File: src/rtl/lcdb_pkg.sv
// Shared types for the banked display memory controller.
// Assumes nothing beyond standard SystemVerilog packages.
package lcdb_pkg;

    // Source of the read data returned one cycle after a read strobe
    typedef enum logic [1:0] {
        SRC_GP   = 2'd0,
        SRC_DISP = 2'd1,
        SRC_SFR  = 2'd2,
        SRC_ZERO = 2'd3
    } rd_src_e;

endpackage

File: src/rtl/lcdb_addr_decode.sv
// Address decoder: splits one CPU access between the special registers,
// general memory (bank 0) and the display window (bank 1).
// Assumes cpu_we and cpu_re are never asserted together.
module lcdb_addr_decode
    import lcdb_pkg::*;
#(
    parameter int unsigned ADDR_W    = 8,
    parameter int unsigned IDX_W     = 6,
    parameter int unsigned WIN_BASE  = 64,
    parameter int unsigned WIN_LAST  = 96,
    parameter int unsigned BP_ADDR   = 4,
    parameter int unsigned CTRL_ADDR = 26
) (
    input  logic [ADDR_W-1:0] cpu_addr,
    input  logic              cpu_we,
    input  logic              cpu_re,
    input  logic              bank_sel,
    output logic              bp_we,
    output logic              ctrl_we,
    output logic              sfr_re,
    output logic              rd_is_bp,
    output logic              gp_we,
    output logic              gp_re,
    output logic              disp_we,
    output logic              disp_re,
    output logic [IDX_W-1:0]  disp_idx,
    output rd_src_e           rd_src
);

    localparam logic [ADDR_W-1:0] BASE_A = ADDR_W'(WIN_BASE);
    localparam logic [ADDR_W-1:0] LAST_A = ADDR_W'(WIN_LAST);
    localparam logic [ADDR_W-1:0] BP_A   = ADDR_W'(BP_ADDR);
    localparam logic [ADDR_W-1:0] CTRL_A = ADDR_W'(CTRL_ADDR);

    logic hit_bp, hit_ctrl, hit_sfr, in_win;

    // Classify the address
    always_comb begin
        hit_bp   = (cpu_addr == BP_A);
        hit_ctrl = (cpu_addr == CTRL_A);
        hit_sfr  = hit_bp | hit_ctrl;
        in_win   = (cpu_addr >= BASE_A) && (cpu_addr <= LAST_A);
        disp_idx = IDX_W'(cpu_addr - BASE_A);
    end

    // Route strobes to the target selected by address and bank
    always_comb begin
        bp_we    = cpu_we & hit_bp;
        ctrl_we  = cpu_we & hit_ctrl;
        sfr_re   = cpu_re & hit_sfr;
        rd_is_bp = hit_bp;
        gp_we    = cpu_we & ~hit_sfr & ~bank_sel;
        gp_re    = cpu_re & ~hit_sfr & ~bank_sel;
        disp_we  = cpu_we & ~hit_sfr & bank_sel & in_win;
        disp_re  = cpu_re & ~hit_sfr & bank_sel & in_win;
    end

    // Pick the read-data source for the cycle after the strobe
    always_comb begin
        if (hit_sfr)        rd_src = SRC_SFR;
        else if (!bank_sel) rd_src = SRC_GP;
        else if (in_win)    rd_src = SRC_DISP;
        else                rd_src = SRC_ZERO;
    end

endmodule

File: src/rtl/lcdb_sfr_regs.sv
// Bank pointer and display control register with their read path.
// Assumes a write and a read never target these registers in the same cycle.
module lcdb_sfr_regs #(
    parameter int unsigned DATA_W     = 8,
    parameter int unsigned NUM_SHARED = 4
) (
    input  logic                  clk,
    input  logic                  rst_n,
    input  logic                  bp_we,
    input  logic                  ctrl_we,
    input  logic                  sfr_re,
    input  logic                  rd_is_bp,
    input  logic [DATA_W-1:0]     wdata,
    output logic                  bank_sel,
    output logic [NUM_SHARED-1:0] pin_sel,
    output logic                  disp_en,
    output logic                  osc_en,
    output logic [DATA_W-1:0]     sfr_rdata
);

    localparam int unsigned CTRL_W  = NUM_SHARED + 2;
    localparam int unsigned DEN_BIT = NUM_SHARED;
    localparam int unsigned OEN_BIT = NUM_SHARED + 1;

    logic              bank_q;
    logic [CTRL_W-1:0] ctrl_q;

    // Hold the bank pointer bit
    always_ff @(posedge clk) begin
        if (!rst_n)     bank_q <= 1'b0;
        else if (bp_we) bank_q <= wdata[0];
    end

    // Hold the implemented control bits
    always_ff @(posedge clk) begin
        if (!rst_n)       ctrl_q <= '0;
        else if (ctrl_we) ctrl_q <= wdata[CTRL_W-1:0];
    end

    // Register read data, unimplemented bits as zero
    always_ff @(posedge clk) begin
        if (!rst_n)      sfr_rdata <= '0;
        else if (sfr_re) sfr_rdata <= rd_is_bp ? DATA_W'(bank_q) : DATA_W'(ctrl_q);
    end

    // Break out the control fields
    always_comb begin
        bank_sel = bank_q;
        pin_sel  = ctrl_q[NUM_SHARED-1:0];
        disp_en  = ctrl_q[DEN_BIT];
        osc_en   = ctrl_q[OEN_BIT];
    end

    // a bank pointer write stores bit 0 of the data
    assert_bank_load_R4: assert property (@(posedge clk) disable iff (!rst_n)
        $past(rst_n) && $past(bp_we) |-> bank_q == $past(wdata[0]));

    // a control write stores the implemented bits
    assert_ctrl_load_R5: assert property (@(posedge clk) disable iff (!rst_n)
        $past(rst_n) && $past(ctrl_we) |-> ctrl_q == $past(wdata[CTRL_W-1:0]));

endmodule

File: src/rtl/lcdb_disp_ram.sv
// Display RAM with a CPU port (write plus registered read) and a scanner
// port that walks every location while scanning is enabled. Both reads
// see the contents before a write made at the same edge.
// Assumes idx is inside 0..DEPTH-1 whenever we or re is set.
module lcdb_disp_ram #(
    parameter int unsigned DATA_W = 8,
    parameter int unsigned DEPTH  = 33,
    parameter int unsigned IDX_W  = 6
) (
    input  logic              clk,
    input  logic              rst_n,
    input  logic              we,
    input  logic              re,
    input  logic [IDX_W-1:0]  idx,
    input  logic [DATA_W-1:0] wdata,
    output logic [DATA_W-1:0] rdata,
    input  logic              scan_run,
    output logic [IDX_W-1:0]  scan_idx,
    output logic [DATA_W-1:0] scan_data
);

    localparam logic [IDX_W-1:0] LAST_IDX = IDX_W'(DEPTH - 1);

    logic [DATA_W-1:0] mem [DEPTH];
    logic [IDX_W-1:0]  cnt;

    // Store CPU writes; reset clears the whole array
    always_ff @(posedge clk) begin
        if (!rst_n) begin
            for (int i = 0; i < DEPTH; i++) mem[i] <= '0;
        end else if (we) begin
            mem[idx] <= wdata;
        end
    end

    // CPU read port, one cycle latency
    always_ff @(posedge clk) begin
        if (!rst_n)  rdata <= '0;
        else if (re) rdata <= mem[idx];
    end

    // Scanner: read the current location and advance when running
    always_ff @(posedge clk) begin
        if (!rst_n) begin
            cnt       <= '0;
            scan_idx  <= '0;
            scan_data <= '0;
        end else begin
            scan_data <= mem[cnt];
            scan_idx  <= cnt;
            if (scan_run) cnt <= (cnt == LAST_IDX) ? '0 : cnt + 1'b1;
        end
    end

    // running scanner steps by one and wraps after the last location
    assert_scan_step_R6: assert property (@(posedge clk) disable iff (!rst_n)
        $past(rst_n) && $past(scan_run) |->
        cnt == (($past(cnt) == LAST_IDX) ? '0 : $past(cnt) + 1'b1));

    // stopped scanner holds its position
    assert_scan_hold_R6: assert property (@(posedge clk) disable iff (!rst_n)
        $past(rst_n) && !$past(scan_run) |-> $stable(cnt));

endmodule

File: src/rtl/lcdb_seg_mux.sv
// Segment gating and per-pin choice between segment line and port bit.
// Assumes DATA_W >= NUM_SHARED.
module lcdb_seg_mux #(
    parameter int unsigned DATA_W     = 8,
    parameter int unsigned NUM_SHARED = 4
) (
    input  logic                  disp_en,
    input  logic [NUM_SHARED-1:0] pin_sel,
    input  logic [NUM_SHARED-1:0] port_bits,
    input  logic [DATA_W-1:0]     scan_data,
    output logic [DATA_W-1:0]     seg_out,
    output logic [NUM_SHARED-1:0] pin_out
);

    // Blank all segments while the display is off
    always_comb seg_out = disp_en ? scan_data : '0;

    for (genvar i = 0; i < NUM_SHARED; i++) begin : g_pin
        // Hand pin i to its port bit or its segment line
        always_comb pin_out[i] = pin_sel[i] ? port_bits[i] : seg_out[i];
    end

endmodule

File: src/rtl/lcd_bank_ctrl.sv
// Banked display memory controller, top level. Places a display RAM window
// in bank 1 over general-memory addresses, holds the bank pointer and the
// display control register, scans the display RAM and muxes shared pins.
// Assumes cpu_we and cpu_re are exclusive and that general memory returns
// read data one cycle after gp_re.
module lcd_bank_ctrl
    import lcdb_pkg::*;
#(
    parameter int unsigned ADDR_W     = 8,
    parameter int unsigned DATA_W     = 8,
    parameter int unsigned WIN_BASE   = 64,
    parameter int unsigned WIN_LAST   = 96,
    parameter int unsigned BP_ADDR    = 4,
    parameter int unsigned CTRL_ADDR  = 26,
    parameter int unsigned NUM_SHARED = 4,
    localparam int unsigned DEPTH     = WIN_LAST - WIN_BASE + 1,
    localparam int unsigned IDX_W     = $clog2(DEPTH)
) (
    input  logic                  clk,
    input  logic                  rst_n,
    input  logic [ADDR_W-1:0]     cpu_addr,
    input  logic                  cpu_we,
    input  logic                  cpu_re,
    input  logic [DATA_W-1:0]     cpu_wdata,
    output logic [DATA_W-1:0]     cpu_rdata,
    output logic                  gp_we,
    output logic                  gp_re,
    output logic [ADDR_W-1:0]     gp_addr,
    output logic [DATA_W-1:0]     gp_wdata,
    input  logic [DATA_W-1:0]     gp_rdata,
    input  logic [NUM_SHARED-1:0] port_bits,
    output logic [NUM_SHARED-1:0] pin_out,
    output logic [DATA_W-1:0]     seg_out,
    output logic [IDX_W-1:0]      scan_idx,
    output logic [DATA_W-1:0]     scan_data,
    output logic                  disp_en,
    output logic                  osc_en
);

    logic              bank_sel, bp_we, ctrl_we, sfr_re, rd_is_bp;
    logic              disp_we, disp_re;
    logic [IDX_W-1:0]  disp_idx;
    logic [DATA_W-1:0] disp_rdata, sfr_rdata;
    logic [NUM_SHARED-1:0] pin_sel;
    rd_src_e           rd_src, src_q;

    lcdb_addr_decode #(
        .ADDR_W(ADDR_W), .IDX_W(IDX_W), .WIN_BASE(WIN_BASE),
        .WIN_LAST(WIN_LAST), .BP_ADDR(BP_ADDR), .CTRL_ADDR(CTRL_ADDR)
    ) u_dec (
        .cpu_addr(cpu_addr), .cpu_we(cpu_we), .cpu_re(cpu_re),
        .bank_sel(bank_sel), .bp_we(bp_we), .ctrl_we(ctrl_we),
        .sfr_re(sfr_re), .rd_is_bp(rd_is_bp), .gp_we(gp_we), .gp_re(gp_re),
        .disp_we(disp_we), .disp_re(disp_re), .disp_idx(disp_idx),
        .rd_src(rd_src)
    );

    lcdb_sfr_regs #(.DATA_W(DATA_W), .NUM_SHARED(NUM_SHARED)) u_regs (
        .clk(clk), .rst_n(rst_n), .bp_we(bp_we), .ctrl_we(ctrl_we),
        .sfr_re(sfr_re), .rd_is_bp(rd_is_bp), .wdata(cpu_wdata),
        .bank_sel(bank_sel), .pin_sel(pin_sel), .disp_en(disp_en),
        .osc_en(osc_en), .sfr_rdata(sfr_rdata)
    );

    lcdb_disp_ram #(.DATA_W(DATA_W), .DEPTH(DEPTH), .IDX_W(IDX_W)) u_ram (
        .clk(clk), .rst_n(rst_n), .we(disp_we), .re(disp_re),
        .idx(disp_idx), .wdata(cpu_wdata), .rdata(disp_rdata),
        .scan_run(osc_en), .scan_idx(scan_idx), .scan_data(scan_data)
    );

    lcdb_seg_mux #(.DATA_W(DATA_W), .NUM_SHARED(NUM_SHARED)) u_mux (
        .disp_en(disp_en), .pin_sel(pin_sel), .port_bits(port_bits),
        .scan_data(scan_data), .seg_out(seg_out), .pin_out(pin_out)
    );

    // General memory sees the CPU address and data unchanged
    always_comb begin
        gp_addr  = cpu_addr;
        gp_wdata = cpu_wdata;
    end

    // Remember where the pending read data comes from
    always_ff @(posedge clk) begin
        if (!rst_n)      src_q <= SRC_ZERO;
        else if (cpu_re) src_q <= rd_src;
    end

    // Return the data of the selected source
    always_comb begin
        unique case (src_q)
            SRC_GP:   cpu_rdata = gp_rdata;
            SRC_DISP: cpu_rdata = disp_rdata;
            SRC_SFR:  cpu_rdata = sfr_rdata;
            default:  cpu_rdata = '0;
        endcase
    end

    // a bank-1 read outside the window and off the registers returns zero
    assert_zero_read_R3: assert property (@(posedge clk) disable iff (!rst_n)
        $past(rst_n) && $past(cpu_re) && $past(bank_sel) &&
        $past(cpu_addr != ADDR_W'(BP_ADDR)) && $past(cpu_addr != ADDR_W'(CTRL_ADDR)) &&
        ($past(cpu_addr < ADDR_W'(WIN_BASE)) || $past(cpu_addr > ADDR_W'(WIN_LAST)))
        |-> cpu_rdata == '0);

    // bank 1 never strobes general memory
    assert_gp_quiet_R2: assert property (@(posedge clk) disable iff (!rst_n)
        bank_sel |-> !gp_we && !gp_re);

endmodule

File: config.mk
export PLATFORM = sky130hd
export DESIGN_NAME = lcd_bank_ctrl
export DESIGN_NICKNAME = d
export VERILOG_FILES = /design/src/rtl/lcdb_pkg.sv /design/src/rtl/lcdb_addr_decode.sv /design/src/rtl/lcdb_sfr_regs.sv /design/src/rtl/lcdb_disp_ram.sv /design/src/rtl/lcdb_seg_mux.sv /design/src/rtl/lcd_bank_ctrl.sv
export SDC_FILE = /design/constraint.sdc
export NUM_CORES = 1
export LEC_CHECK = 0
export BUFFER_PORTS_ARGS = -buffer_cell sky130_fd_sc_hd__clkbuf_2
export CORE_MARGIN = 2
export CORE_UTILIZATION = 55
export DETAILED_ROUTE_END_ITERATION = 8
export GPL_TIMING_DRIVEN = 1
export PLACE_DENSITY = 0.72
export SLEW_MARGIN = 20
export SYNTH_ARGS = -nofsm -noshare
export SYNTH_HDL_FRONTEND = slang
export SYNTH_SLANG_ARGS = --single-unit
File: constraint.sdc
create_clock -name clk -period 7.1 [get_ports clk]
set_input_delay 1.065 -clock clk [delete_from_list [all_inputs] [get_ports clk]]
set_output_delay 1.065 -clock clk [all_outputs]
set_load 0.02 [all_outputs]
==> impl_metrics.json <==
{
  "status": "finished clean",
  "dieArea_um2": 50400,
  "post_cts_setup_inserts": 0,
  "critPathLaunchType": "input port",
  "postLayoutCoreUtil_pct": 63.3,
  "clock_insertion_delay_at_the_later_pin_of_the_skew_report_ps": 620,
  "drt_pass1_iterations": 6,
  "clockBufferDepth": 3,
  "p_per_area_nw_per_um2": 241,
  "grt_start_max_net_pins": 104,
  "power.total_mw": 7.31,
  "clock_tree_from_tritoncts": "built",
  "yosys.cell_types.count": 71,
  "synth_top_family_by_area": "multiplexers",
  "worst_slack_ps": 2760,
  "timing.critical_path.cells": "clkbuf_2 -> nor2b_1 -> a21oi_1 -> nor2_1 -> nor3b_1 -> clkbuf_2",
  "grt_remaining_overflow": 0,
  "yosys_warnings": 0,
  "synth_xor_xnor_area_share_pct": 0.164,
  "timing.max_slew.rel_slack_pct": 27.2,
  "finalInstanceArea_um2": 30300,
  "placement_rows": 80,
  "final.fill_count": 3482,
  "biggest_cell_delay_along_the_critical_path_ps": 710,
  "timing.clock.skew_ps": 25.0,
  "area_delta_synth_final_pct": 13.1,
  "grt_first_pass_wirelength_um": 109000,
  "clock-sinks": 555,
  "floorplan.die.width_um": 225,
  "synth-compound-area-share_pct": 7.17,
  "critical_path_buf_inv_count": 2,
  "worst_supply_voltage_drop_on_vdd_mv": 0.167,
  "cp.arrival_ps": 3270,
  "placed_area_um2": 28400,
  "finalWeightedCongestion": 0.961,
  "antenna_found_initial": 3,
  "detail_route.wl_per_cell_um": 27.0,
  "drive_gt1_share_pct": 20.3,
  "max_cap_violations": 0,
  "number_of_buffer_cells_added_on_primary_ports": 85,
  "post-place-ws_ps": 2710,
  "root_buffer": "clkbuf_16",
  "finalCritPeriodShare_pct": 61.1,
  "critPathKind": "in -> out",
  "core_region_area_um2": 47800,
  "holdCritPathClass": "reg -> reg",
  "finalMaxSlewViolations": 0,
  "nNetsFinal": 2099,
  "drc_markers": 0,
  "synthAdderAreaFrac_pct": 0.0935,
  "postCtsResizedCells": 0,
  "syn_inst": 1792,
  "ys_seq_elements": 555,
  "worstMarginPinSlew_ps": 1080,
  "met3_length_um": 8490,
  "first_global_vias": 16900,
  "die_height_um": 225,
  "fmaxAchievable_mhz": 231,
  "finalCriticalPeriod_ps": 4340,
  "critical_path.top_delay_family": "simple AND/OR/NAND/NOR gates",
  "detail_route.vias_per_cell": 6.35,
  "finalWirelength_um": 73600,
  "drt-initial-drc-count": 2445,
  "postRouteAntennaNets": 0,
  "synth_simple_gate_area_share_pct": 10.9,
  "synth-edff-count": 512,
  "initial_core_util_pct": 55.9,
  "cp_common_cell": "clkbuf_2",
  "top_layer": "met5",
  "met2WireLength_um": 33500,
  "num_vias": 17300,
  "ioPinCount": 86,
  "worst_setup_hold_path_clk_slew_ps": 60,
  "ys_async_sr_fraction_pct": 0,
  "syn-mean-instance-area_um2": 14.9,
  "leakage_nw": 10.8,
  "register_area_share_after_synthesis_pct": 60.7,
  "critPathSlowestCell": "nor2b_1",
  "grt_setup_unrepaired": "false",
  "number_of_buffers_created_by_cts": 56,
  "detail_route.wirelength.met1_um": 28000,
  "post_cts_hold_buffer_count": 0,
  "hpwl_um": 47300,
  "netlist_area_um2": 26800,
  "number_of_failing_setup_endpoints_in_the_final_timing_report": 0,
  "timing.critical_path.required_ps": 6030,
  "hold_violations": 0,
  "synth_top_flop_cell": "edfxtp_1",
  "synth.area.mux_share_pct": 18.0,
  "crit_fanout": 34,
  "final.setup.tns_ps": 0,
  "grtUsageTotal_pct": 29.6,
  "critPathCaptureType": "output port",
  "htree_levels": 2
}
-- where the power goes --
part	switching [mW]	leakage, nW	internal (mW)
sequential	0.0873	5.50	3.75
clock	1.24	0.918	1.74
combinational	0.321	4.42	0.170
total	1.65	10.8	5.66
-- final timing paths --
check	from	endpoint	slack [ps]	depth (start not counted)
max	cpu_addr[1]	gp_we	2760	6
min	u_regs.sfr_rdata[5]	u_regs.sfr_rdata[5]	460	2
max reg2reg	u_ram.cnt[0]	u_ram.scan_data[1]	3700	5
min reg2reg	u_regs.sfr_rdata[5]	u_regs.sfr_rdata[5]	460	2
-- worst reg2reg max path, cell delays in order (launching register included) --
cell       delay (ps)
dfxtp_4           640
buf_12            590
mux4_2            870
mux4_2            480
o2111ai_1         520
o31ai_1           170
-- cells in the mapped netlist, types with 10 or more instances --
cell type | count | area, µm²
mux2_2 | 34 | 383
buf_2 | 34 | 170
buf_1 | 14 | 52.6
mux2i_1 | 76 | 761
a22oi_1 | 31 | 233
mux4_2 | 163 | 3670
dfxtp_1 | 43 | 861
nand3_1 | 24 | 120
and2_1 | 280 | 1750
nor2_1 | 70 | 263
clkbuf_1 | 66 | 248
o21ai_0 | 58 | 290
nand2b_1 | 14 | 87.6
nor2b_1 | 15 | 93.8
buf_4 | 34 | 255
nand2_1 | 77 | 289
o22ai_1 | 22 | 138
a221oi_1 | 58 | 508
nor3_1 | 10 | 50.1
a21oi_1 | 29 | 145
edfxtp_1 | 512 | 15400
-- per-stage QoR --
stage | hold WS (ps) | instances
after floorplan | 431 | 2039
after detailed placement | 443 | 2622
final | 462 | 2728
after global placement | 444 | 2622
after global routing | 482 | 2726
after CTS | 463 | 2726
-- cell usage in the layout, fill, tap and decap left out, drive strengths merged, types with 24 or more instances in the layout --
master	Yosys	routed
o21ai	65	65
clkinv	1	26
mux2i	76	76
conb	1	248
dfxtp	43	43
mux2	34	34
nand3	24	24
mux4	163	163
edfxtp	512	512
a22oi	31	31
buf	86	37
clkbuf	66	156
nand2	78	78
a221oi	58	58
and2	281	281
a21oi	29	29
nor2	72	72
-- flip-flops by register name, summed over array words and instances, names as in the netlist --
signal	flops
src_q	2
u_ram.cnt	6
u_ram.mem	512
u_ram.rdata	8
u_ram.scan_data	8
u_ram.scan_idx	6
u_regs.bank_sel	1
u_regs.ctrl_q	6
u_regs.sfr_rdata	6
-- cell families after synthesis --
logic type / Yosys count
flops: 555
simple gates: 523
xor+xnor: 5
buf+inv: 160
compound gates: 273
other cells: 1
mux: 273
fa+ha+maj: 2
-- per-layer routing --
layer	GRT usage [%]	vias up
met5	0	-
met4	12.9	4
met3	7.97	235
met2	45.5	1152
met1	40.1	8620
li1	-	7325
-- cell type report --
type	instances	area [µm²]	area share (%)
inverter	8	30.0	0.0992
antenna	2	5.00	0.0165
clock inverter	31	307	1.01
multi-input combinational	1324	10700	35.2
sequential	555	16200	53.7
tap	615	769	2.54
timing repair buffer	120	718	2.37
clock buffer	73	1540	5.07
Note: power is estimated with default switching activity, not from simulation.
